<file path="config.mk">
export PLATFORM = sky130hd
export DESIGN_NAME = i2s_tx_framer
export DESIGN_NICKNAME = d
export VERILOG_FILES = /design/src/rtl/i2s_tx_pkg.sv /design/src/rtl/i2s_tx_cfg_hold.sv /design/src/rtl/i2s_tx_bitpos.sv /design/src/rtl/i2s_tx_lane.sv /design/src/rtl/i2s_tx_framer.sv
export SDC_FILE = /design/constraint.sdc
export NUM_CORES = 1
export LEC_CHECK = 0
export CORE_ASPECT_RATIO = 1.1
export CORE_MARGIN = 1.5
export CORE_UTILIZATION = 38
export DETAILED_ROUTE_END_ITERATION = 10
export DONT_BUFFER_PORTS = 1
export GPL_ROUTABILITY_DRIVEN = 0
export PLACE_DENSITY = 0.63
export SETUP_SLACK_MARGIN = 0.15
export SLEW_MARGIN = 10
export SYNTH_ARGS = -nofsm -noshare
export SYNTH_HDL_FRONTEND = slang
export SYNTH_SLANG_ARGS = --single-unit
</file>
<file path="constraint.sdc">
create_clock -name clk -period 4 [get_ports clk]
set_clock_uncertainty 0.2 [all_clocks]
set_input_delay 0.2 -clock clk [delete_from_list [all_inputs] [get_ports clk]]
set_output_delay 0.2 -clock clk [all_outputs]
set_load 0.01 [all_outputs]
</file>
<file path="src/rtl/i2s_tx_pkg.sv">
package i2s_tx_pkg;

   typedef enum logic [1:0] {
      STD_PHILIPS = 2'd0,
      STD_MSBJ    = 2'd1,
      STD_LSBJ    = 2'd2,
      STD_PCM     = 2'd3
   } std_e;

   typedef enum logic [1:0] {
      FMT_D16S16 = 2'd0,
      FMT_D16S32 = 2'd1,
      FMT_D24S32 = 2'd2,
      FMT_D32S32 = 2'd3
   } fmt_e;

   localparam logic [1:0] MODE_MASTER_TX = 2'd0;

   typedef struct packed {
      std_e       std;
      logic       pcm_long;
      fmt_e       fmt;
      logic       cpol;
      logic [1:0] mode;
   } cfg_t;

   function automatic int slot_bits(fmt_e f);
      return (f == FMT_D16S16) ? 16 : 32;
   endfunction

   function automatic int data_bits(fmt_e f);
      case (f)
         FMT_D24S32: return 24;
         FMT_D32S32: return 32;
         default:    return 16;
      endcase
   endfunction

endpackage

</file>
<file path="src/rtl/i2s_tx_cfg_hold.sv">
module i2s_tx_cfg_hold
   import i2s_tx_pkg::*;
(
   input  logic clk,
   input  logic rst_n,
   input  logic en,
   input  cfg_t cfg_in,
   output cfg_t cfg_q,
   output logic running,
   output logic unsupported
);

   always_ff @(posedge clk) begin
      if (!rst_n) begin
         cfg_q <= '0;
      end else if (!en) begin
         cfg_q <= cfg_in;
      end
   end

   always_comb begin
      running     = en && (cfg_q.mode == MODE_MASTER_TX);
      unsupported = en && (cfg_q.mode != MODE_MASTER_TX);
   end

endmodule

</file>
<file path="src/rtl/i2s_tx_bitpos.sv">
module i2s_tx_bitpos
   import i2s_tx_pkg::*;
#(
   parameter int CNT_W = 6
) (
   input  logic             clk,
   input  logic             rst_n,
   input  logic             running,
   input  logic             bit_stb,
   input  fmt_e             fmt,
   output logic [CNT_W-1:0] pos,
   output logic             lead_in,
   output logic             slot_start
);

   logic [CNT_W-1:0] cnt_q;
   logic [CNT_W-1:0] slen;
   logic [CNT_W-1:0] last;

   always_comb begin
      slen       = CNT_W'(slot_bits(fmt));
      last       = CNT_W'(2 * slot_bits(fmt) - 1);
      pos        = lead_in ? last : cnt_q;
      slot_start = !lead_in && ((cnt_q == '0) || (cnt_q == slen));
   end

   always_ff @(posedge clk) begin
      if (!rst_n || !running) begin
         cnt_q   <= '0;
         lead_in <= 1'b1;
      end else if (bit_stb) begin
         lead_in <= 1'b0;
         if (lead_in || (cnt_q == last)) begin
            cnt_q <= '0;
         end else begin
            cnt_q <= cnt_q + 1'b1;
         end
      end
   end

endmodule

</file>
<file path="src/rtl/i2s_tx_lane.sv">
module i2s_tx_lane
   import i2s_tx_pkg::*;
#(
   parameter int WORD_W    = 32,
   parameter int CNT_W     = 6,
   parameter int LONG_SYNC = 13
) (
   input  cfg_t              cfg,
   input  logic [CNT_W-1:0]  pos,
   input  logic [WORD_W-1:0] word,
   output logic              sd_bit,
   output logic              ws_bit
);

   localparam int IDX_W = $clog2(WORD_W);

   logic [CNT_W-1:0] slen;
   logic [CNT_W-1:0] dlen;
   logic [CNT_W-1:0] last;
   logic [CNT_W-1:0] p;
   logic [CNT_W-1:0] nxt;
   logic [CNT_W-1:0] idx;
   logic             in_data;

   always_comb begin
      slen = CNT_W'(slot_bits(cfg.fmt));
      dlen = CNT_W'(data_bits(cfg.fmt));
      last = CNT_W'(2 * slot_bits(cfg.fmt) - 1);
      p    = (pos >= slen) ? (pos - slen) : pos;
      nxt  = (pos == last) ? '0 : (pos + 1'b1);

      if (cfg.std == STD_LSBJ) begin
         in_data = (p >= (slen - dlen));
         idx     = slen - 1'b1 - p;
      end else begin
         in_data = (p < dlen);
         idx     = dlen - 1'b1 - p;
      end
      sd_bit = in_data ? word[IDX_W'(idx)] : 1'b0;

      case (cfg.std)
         STD_PHILIPS: ws_bit = (nxt >= slen);
         STD_PCM:     ws_bit = cfg.pcm_long ? (pos < CNT_W'(LONG_SYNC)) : (pos == last);
         default:     ws_bit = (pos >= slen);
      endcase
   end

endmodule

</file>
<file path="src/rtl/i2s_tx_framer.sv">
module i2s_tx_framer
   import i2s_tx_pkg::*;
#(
   parameter int WORD_W    = 32,
   parameter int MAX_SLOT  = 32,
   parameter int LONG_SYNC = 13
) (
   input  logic              clk,
   input  logic              rst_n,
   input  logic              en,
   input  logic [1:0]        cfg_std,
   input  logic              cfg_pcm_long,
   input  logic [1:0]        cfg_fmt,
   input  logic              cfg_cpol,
   input  logic [1:0]        cfg_mode,
   input  logic              bit_stb,
   input  logic              sck_phase,
   input  logic [WORD_W-1:0] s_data,
   input  logic              s_valid,
   output logic              s_ready,
   input  logic              underrun_clr,
   output logic              sck,
   output logic              ws,
   output logic              sd,
   output logic              underrun,
   output logic              unsupported
);

   localparam int CNT_W = $clog2(2 * MAX_SLOT);

   generate
      if (WORD_W < 32 || (WORD_W & (WORD_W - 1)) != 0) begin : g_bad_word
         $error("WORD_W must be a power of two of at least 32");
      end
      if (MAX_SLOT != 32) begin : g_bad_slot
         $error("MAX_SLOT must be 32, the widest slot format");
      end
      if (LONG_SYNC < 1 || LONG_SYNC > 16) begin : g_bad_sync
         $error("LONG_SYNC must fit inside the shortest slot");
      end
   endgenerate

   cfg_t             cfg_in;
   cfg_t             cfg_q;
   logic             running;
   logic [CNT_W-1:0] pos;
   logic             lead_in;
   logic             slot_start;
   logic [WORD_W-1:0] word_q;
   logic [WORD_W-1:0] word_now;
   logic             sd_bit;
   logic             ws_bit;
   logic             take;

   always_comb begin
      cfg_in.std      = std_e'(cfg_std);
      cfg_in.pcm_long = cfg_pcm_long;
      cfg_in.fmt      = fmt_e'(cfg_fmt);
      cfg_in.cpol     = cfg_cpol;
      cfg_in.mode     = cfg_mode;
   end

   i2s_tx_cfg_hold u_cfg (
      .clk         (clk),
      .rst_n       (rst_n),
      .en          (en),
      .cfg_in      (cfg_in),
      .cfg_q       (cfg_q),
      .running     (running),
      .unsupported (unsupported)
   );

   i2s_tx_bitpos #(.CNT_W(CNT_W)) u_pos (
      .clk        (clk),
      .rst_n      (rst_n),
      .running    (running),
      .bit_stb    (bit_stb),
      .fmt        (cfg_q.fmt),
      .pos        (pos),
      .lead_in    (lead_in),
      .slot_start (slot_start)
   );

   always_comb begin
      take     = running && bit_stb && slot_start;
      s_ready  = take;
      word_now = (take && s_valid) ? s_data : word_q;
      sck      = running ? (sck_phase ^ cfg_q.cpol) : cfg_q.cpol;
   end

   i2s_tx_lane #(
      .WORD_W    (WORD_W),
      .CNT_W     (CNT_W),
      .LONG_SYNC (LONG_SYNC)
   ) u_lane (
      .cfg    (cfg_q),
      .pos    (pos),
      .word   (word_now),
      .sd_bit (sd_bit),
      .ws_bit (ws_bit)
   );

   always_ff @(posedge clk) begin
      if (!rst_n) begin
         word_q   <= '0;
         underrun <= 1'b0;
      end else begin
         if (take && s_valid) begin
            word_q <= s_data;
         end
         if (take && !s_valid) begin
            underrun <= 1'b1;
         end else if (underrun_clr) begin
            underrun <= 1'b0;
         end
      end
   end

   always_ff @(posedge clk) begin
      if (!rst_n || !running) begin
         sd <= 1'b0;
         ws <= 1'b0;
      end else if (bit_stb) begin
         sd <= lead_in ? 1'b0 : sd_bit;
         ws <= ws_bit;
      end
   end

endmodule

</file>
== Yosys cells after proc, flatten, opt, wreduce, memory -nomap -nowiden ==
Cells that the tools add are included.

* Add/sub/neg operators: 9
* Multipliers: 0
* Div/mod/pow operators: 0
* $lt $le $gt $ge: 6
* Eq/ne operators: 7
* Shifts and indexed selects: 0
* Multiplexer cells: 18
* Bitwise operators: 1
* Reductions and logical operators: 20

{| class="wikitable"
|+ Operators by type and width
! kind !! count
|-
| $mux 32 || 1
|-
| $mux 6 || 5
|-
| $eq 6x6->1 || 3
|-
| $ge 6x6->1 || 3
|-
| $add 6x1->6 const B || 2
|-
| $pmux 6 s2 || 1
|-
| $sub 6x6->6 || 2
|-
| $sub 5x1->5 const B || 2
|-
| $sub 5x5->5 || 2
|-
| $eq 2x2->1 const B || 4
|-
| $mux 1 || 8
|-
| $logic_and 1x1->1 || 7
|-
| $logic_not 2->1 || 3
|-
| $logic_not 6->1 || 1
|-
| $lt 5x6->1 const B || 1
|-
| $lt 6x4->1 const B || 1
|-
| $lt 6x6->1 || 1
|-
| $sub 6x2->6 const B || 1
|-
| $bmux 1 s5 || 1
|-
| $mux 5 || 1
|-
| $logic_not 1->1 || 4
|-
| $reduce_bool 2->1 || 2
|-
| $logic_or 1x1->1 || 3
|-
| $pmux 1 s2 || 1
|-
| $xor 1x1->1 || 1
|}

* Bits in registers: 50
* Latch bits: 0
* RAM bits: 0
* Memory bits (read-only): 0
* Output and inout port bits: 6
* Memories kept: 0

== Logic depth before layout (Yosys ltp) ==
* Depth after elaboration: 12
* Depth in mapped cells: 16
* Depth with buffers taken out: 16

== By module ==
Synthesis repeated with hierarchy kept, for this count alone.

* Cell total of the unflattened synthesis: 365
* Area, all modules: 3528.4 um^2

{| class="wikitable"
|+ By module, submodules not included
! module !! instances !! cells an instance !! area an instance (um^2)
|-
| i2s_tx_framer || 1 || 191 || 1953.1
|-
| i2s_tx_lane || 1 || 93 || 819.5
|-
| i2s_tx_bitpos || 1 || 54 || 439.2
|-
| i2s_tx_cfg_hold || 1 || 27 || 316.6
|}

== Least setup slack after synthesis ==
Ideal clock, no wire load.

* Path kind: flip-flop to flip-flop
* From: register u_pos.lead_in
* To: register sd
* Data arrival time: 3.021 ns
* Required time: 3.722 ns
* Path slack: 0.701 ns
* Stages on the path, launching flop included: 16
* Path buffers: 2
* Path through: dfxtp_1 > clkbuf_1 > clkbuf_1 > or2_2 > ha_1 > nor2_1 > mux2i_1 > o41ai_1 > inv_1 > ha_1 > nor2b_1 > nor3_1 > a21oi_1 > a311o_1 > a211o_1 > a32oi_1

* Longest elaborated chain between the ends: 9
* Elaborated cells on any way between the ends: 19

{| class="wikitable"
|+ Ends and longest elaborated chain
! element !! RTL line !! source
|-
| start, declared || i2s_tx_bitpos.sv:12 || <nowiki>output logic lead_in,</nowiki>
|-
| start signal, assigned || i2s_tx_bitpos.sv:30 || <nowiki>lead_in <= 1'b1;</nowiki>
|-
| start signal, assigned || i2s_tx_bitpos.sv:32 || <nowiki>lead_in <= 1'b0;</nowiki>
|-
| $mux 6 or $logic_not 1->1 (tied branches) || i2s_tx_bitpos.sv:23, i2s_tx_bitpos.sv:24 ||
|-
| $sub 6x6->6, or another cell as far along || i2s_tx_lane.sv:29 || <nowiki>p = (pos >= slen) ? (pos - slen) : pos;</nowiki>
|-
| $mux 6 or $logic_and 1x1->1 (tied branches) || i2s_tx_lane.sv:29, i2s_tx_framer.sv:85 ||
|-
| $sub 5x5->5, or another cell as far along || i2s_tx_lane.sv:37 || <nowiki>idx = dlen - 1'b1 - p;</nowiki>
|-
| $mux 5 or $mux 32 (tied branches) || - ||
|-
| $bmux 1 s5 || i2s_tx_lane.sv:39 || <nowiki>sd_bit = in_data ? word[IDX_W'(idx)] : 1'b0;</nowiki>
|-
| $mux 1 (implied by the code) || i2s_tx_lane.sv:39 ||
|-
| $mux 1 || i2s_tx_lane.sv:39 ||
|-
| $mux 1 * || i2s_tx_framer.sv:124 || <nowiki>sd <= lead_in ? 1'b0 : sd_bit;</nowiki>
|-
| end signal, assigned || i2s_tx_framer.sv:124 ||
|-
| end, declared || i2s_tx_framer.sv:24 || <nowiki>output logic sd,</nowiki>
|}

Every way passes the cells marked *; elsewhere a longest branch is shown, timed or not. The select of a mux whose other input is x is not followed.
A chain may end at the register's enable or synchronous reset.

== Worst setup path in the final report ==
* From: register, netlist name u_cfg.cfg_q[4]
* To: register sd

* Longest elaborated chain between the ends: 12
* Elaborated cells on any way between the ends: 29

{| class="wikitable"
|+ Ends and longest elaborated chain
! element !! RTL line !! source
|-
| $logic_not 2->1 || i2s_tx_pkg.sv:28 || <nowiki>return (f == FMT_D16S16) ? 16 : 32;</nowiki>
|-
| $mux 6 || i2s_tx_pkg.sv:28 ||
|-
| $sub 6x2->6 or $eq 6x6->1 (tied branches) || i2s_tx_bitpos.sv:22, i2s_tx_bitpos.sv:24 ||
|-
| $mux 6 or $logic_or 1x1->1 (tied branches) || i2s_tx_bitpos.sv:23, i2s_tx_bitpos.sv:24 ||
|-
| $ge 6x6->1 or $logic_and 1x1->1 (tied branches) || i2s_tx_lane.sv:29, i2s_tx_bitpos.sv:24 ||
|-
| $mux 6 or $logic_and 1x1->1 (tied branches) || i2s_tx_lane.sv:29, i2s_tx_framer.sv:85 ||
|-
| $sub 5x5->5, or another cell as far along || i2s_tx_lane.sv:37 ||
|-
| $mux 5 or $mux 32 (tied branches) || - ||
|-
| $bmux 1 s5 || i2s_tx_lane.sv:39 ||
|-
| $mux 1 (implied by the code) || i2s_tx_lane.sv:39 ||
|-
| $mux 1 * || i2s_tx_lane.sv:39 ||
|-
| $mux 1 * || i2s_tx_framer.sv:124 ||
|}

Marks and branches as above.

==> flow_metrics.py <==
metrics = {
    "grt": {
        "antenna_found_initial": 0,
        "grt_pass1_wl_um": 11790,
        "track_usage_pct": 18.27,
        "grt_max_degree": 42,
        "grt_overflow": 0,
        "grt_pass1_vias": 2487,
    },
    "yosys": {
        "synth_nets": 388,
        "synth_cell_types": 51,
        "synth.yosys.seq_area_share_pct": 33.96,
        "syn-mean-instance-area_um2": 8.987,
        "synthArstFlopShare_pct": 0,
        "synth_warnings": 0,
        "yosysTopAreaCell": "dfxtp_1",
        "synth_top_area_share_pct": 33.96,
        "synth_edf_count": 0,
        "synthFlopType": "dfxtp_1",
        "ys_seq_elements": 50,
        "synth_area_um2": 2948,
        "netlist_top_cells_count": "dfxtp_1 (50), nand2_1 (39), mux2i_1 (33), nor2b_1 (29), nor2_1 (19)",
        "netlist_instances": 328,
        "yosysMostFrequentCell": "dfxtp_1",
        "synthTopCellsByArea": "dfxtp_1 (34%), mux2i_1 (11%), nor2b_1 (6.2%)",
    },
    "cts": {
        "clock_sinks": 50,
        "cts-buffers-inserted": 5,
        "path_clk_slew_ns": 0.10,
        "htree_levels": 2,
        "clk_latency_ns": 0.31,
        "cts_root_buf": "clkbuf_8",
        "cts_max_path_buffers": 2,
        "cts_tree": "yes",
    },
    "sta": {
        "worst_pin_slew_ns": 0.7696,
        "period_minus_slack_ns": 3.581,
        "hold_viol": 0,
        "rsz0062_at_grt": "no",
        "setup-tns-final_ns": 0,
        "min_period_over_period_pct": 89.52,
        "relSlewSlack_pct": 48.69,
        "setup_violations": 0,
        "max_freq_ghz": 0.2793,
        "final_max_slew_viol_count": 0,
    },
    "setup_path": {
        "worstPathRequired_ns": 4.04,
        "crit_path_end_kind": "register",
        "crit_top_cell": "ha_1",
        "critPathArrivalTime_ns": 3.62,
        "cp_slowest_cell": "dfxtp_1",
        "crit_type": "reg2reg",
        "crit_path_start_kind": "register",
        "worst-path-max-fanout": 7,
        "cp_cell_sequence": "nor2_4, xnor2_1, or2_2, ha_1, nor2_1, mux2i_1, o41ai_1, inv_1, ha_1, nor2b_1, nor3_1, a21oi_1, a311o_1, a211o_1, a32oi_1",
        "slowest_delay_ns": 0.47,
    },
    "detailed_routing": {
        "viasPerCell": 5.144,
        "drtIter0Drc": 86,
        "wl_met1_um": 3198,
        "ant_nets": 0,
        "wl_um": 7216,
        "drc": 0,
        "dr.pass1.iters": 4,
        "vias": 2459,
        "highest_layer": "met4",
        "routedWlPerCell_um": 15.10,
        "met2_length_um": 3688,
        "wl_met3_um": 262,
    },
    "power": {
        "power.density_nw_per_um2": 292.6,
        "peakVddDrop_v": 0.0001618,
        "p_leak_nw": 1.324,
    },
    "layout": {
        "fillers": 731,
        "nets": 432,
        "drive_above_1_share_pct": 8.847,
        "layout.cells.non_filler": 478,
        "diodes": 0,
        "syn_to_final_growth_pct": 23.85,
    },
    "floorplan": {
        "die_width_um": 86.98,
        "start_util_pct": 39.44,
        "die-area_um2": 8295,
        "coreArea_um2": 7473,
        "num_rows": 33,
        "boundaryPins": 53,
        "die_y_um": 95.38,
    },
    "outcome": {
        "outcome": "complete, no violations",
    },
    "place": {
        "dp_cells": 416,
        "port_buffers": 0,
        "hpwl_um": 4866,
    },
    "hold_path": {
        "min_path_type": "in2reg",
    },
    "flow_run": {
        "drv_cap": 0,
    },
}
area by class of cell:
| class | instances | area [um^2] | share of cell area, % |
|---|---|---|---|
| Clock buffer | 5 | 68.82 | 1.885 |
| Clock inverter | 3 | 43.79 | 1.199 |
| Inverter | 13 | 48.80 | 1.337 |
| Multi-Input combinational cell | 244 | 1780 | 48.77 |
| Sequential cell | 50 | 1002 | 27.45 |
| Tap cell | 105 | 131.4 | 3.598 |
| Timing Repair Buffer | 58 | 575.6 | 15.76 |
report_power, final:
group	switching (mW)	total [mW]	internal [mW]
clock	0.184	0.371	0.188
sequential	0.00856	0.514	0.505
combinational	0.0834	0.183	0.0996
worst max-delay path: cells and delay by family (launching register included):
kind	cells	cell delay, ns
and+or+nand+nor	5	0.98
buffers and inverters	1	0.10
DFF	1	0.47
muxes	1	0.21
xor gates and xnor gates	1	0.15
AOI/OAI and AO/OA	5	0.97
adders and majority gates	2	0.43
logic make-up after synthesis:
logic type      after synthesis  synth area share (%)
fa+ha+maj                    13                 5.518
buf+inv                      34                 5.688
compound gates               64                 15.58
mux                          44                 17.32
flops                        50                 33.96
xor+xnor                      8                 2.377
simple gates                115                 19.57
path summary, 6_finish.rpt:
check                      start        endpoint  slack, ns  cells past startpoint
setup / recovery  u_cfg.cfg_q[4]              sd       0.42                     15
hold / removal           bit_stb  u_pos.cnt_q[4]       0.03                      4
setup reg to reg  u_cfg.cfg_q[4]              sd       0.42                     15
hold reg to reg       word_q[17]      word_q[17]       0.26                      2
flip-flops by register name, summed over array words and instances, names as in the netlist:
name and flops:
sd 1, u_cfg.cfg_q 8, u_pos.cnt_q 6, u_pos.lead_in 1
underrun 1, word_q 32, ws 1
repair_timing:
item                                    in CTS  in global routing
endpoints found under the setup margin       0                  1
endpoints found under the hold margin       50                  1
buffers inserted                             0                  2
hold buffers                                51                  1
gates resized for setup                      0                  1
per-layer routing:
layer / vias to the layer above / GRT usage [%]
met1: 1170 / 22.41
met4: 0 / 4.973
met5: - / 0
li1: 1234 / -
met3: 8 / 3.463
met2: 47 / 32.49
cell usage in the layout (no fill, tap or decap), types with 3 or more instances in the layout:
cell type      netlist  layout
a21o_1               3       3
inv_1               13      13
xnor2_1              6       6
a21boi_0            13      13
mux4_2               5       5
nor2b_1             29      29
nor2_1              19      19
o21ai_0             10      10
ha_1                13      13
and2b_1              3       3
dfxtp_1             50      49
nand2_1             39      39
a211oi_1             4       4
and3_1               4       3
a21oi_1              8       8
mux2i_1             33      33
dlygate4sd3_1        0      51
mux2_2               6       6
nand3_1              7       7
o2111ai_1            3       3
clkbuf_8             0       5
buf_4                4       6
per-stage QoR:
| step | power (mW) | hold WS [ns] | setup WS, ns | area, um^2 | utilization, % |
|---|---|---|---|---|---|
| after floorplan | 0.6360 | 0.1449 | 0.7015 | 2948 | - |
| after global placement | 0.6518 | 0.1273 | 0.5461 | 2992 | 40.03 |
| after detailed placement | 0.6530 | 0.1322 | 0.4640 | 2992 | 40.03 |
| after CTS | 1.075 | 0.0006066 | 0.4216 | 3625 | 48.50 |
| after global routing | 1.114 | 0.05797 | 0.1526 | 3651 | 48.85 |
| final | 1.068 | 0.02789 | 0.4193 | 3651 | 48.85 |
Power figures use the tool's default switching activity.
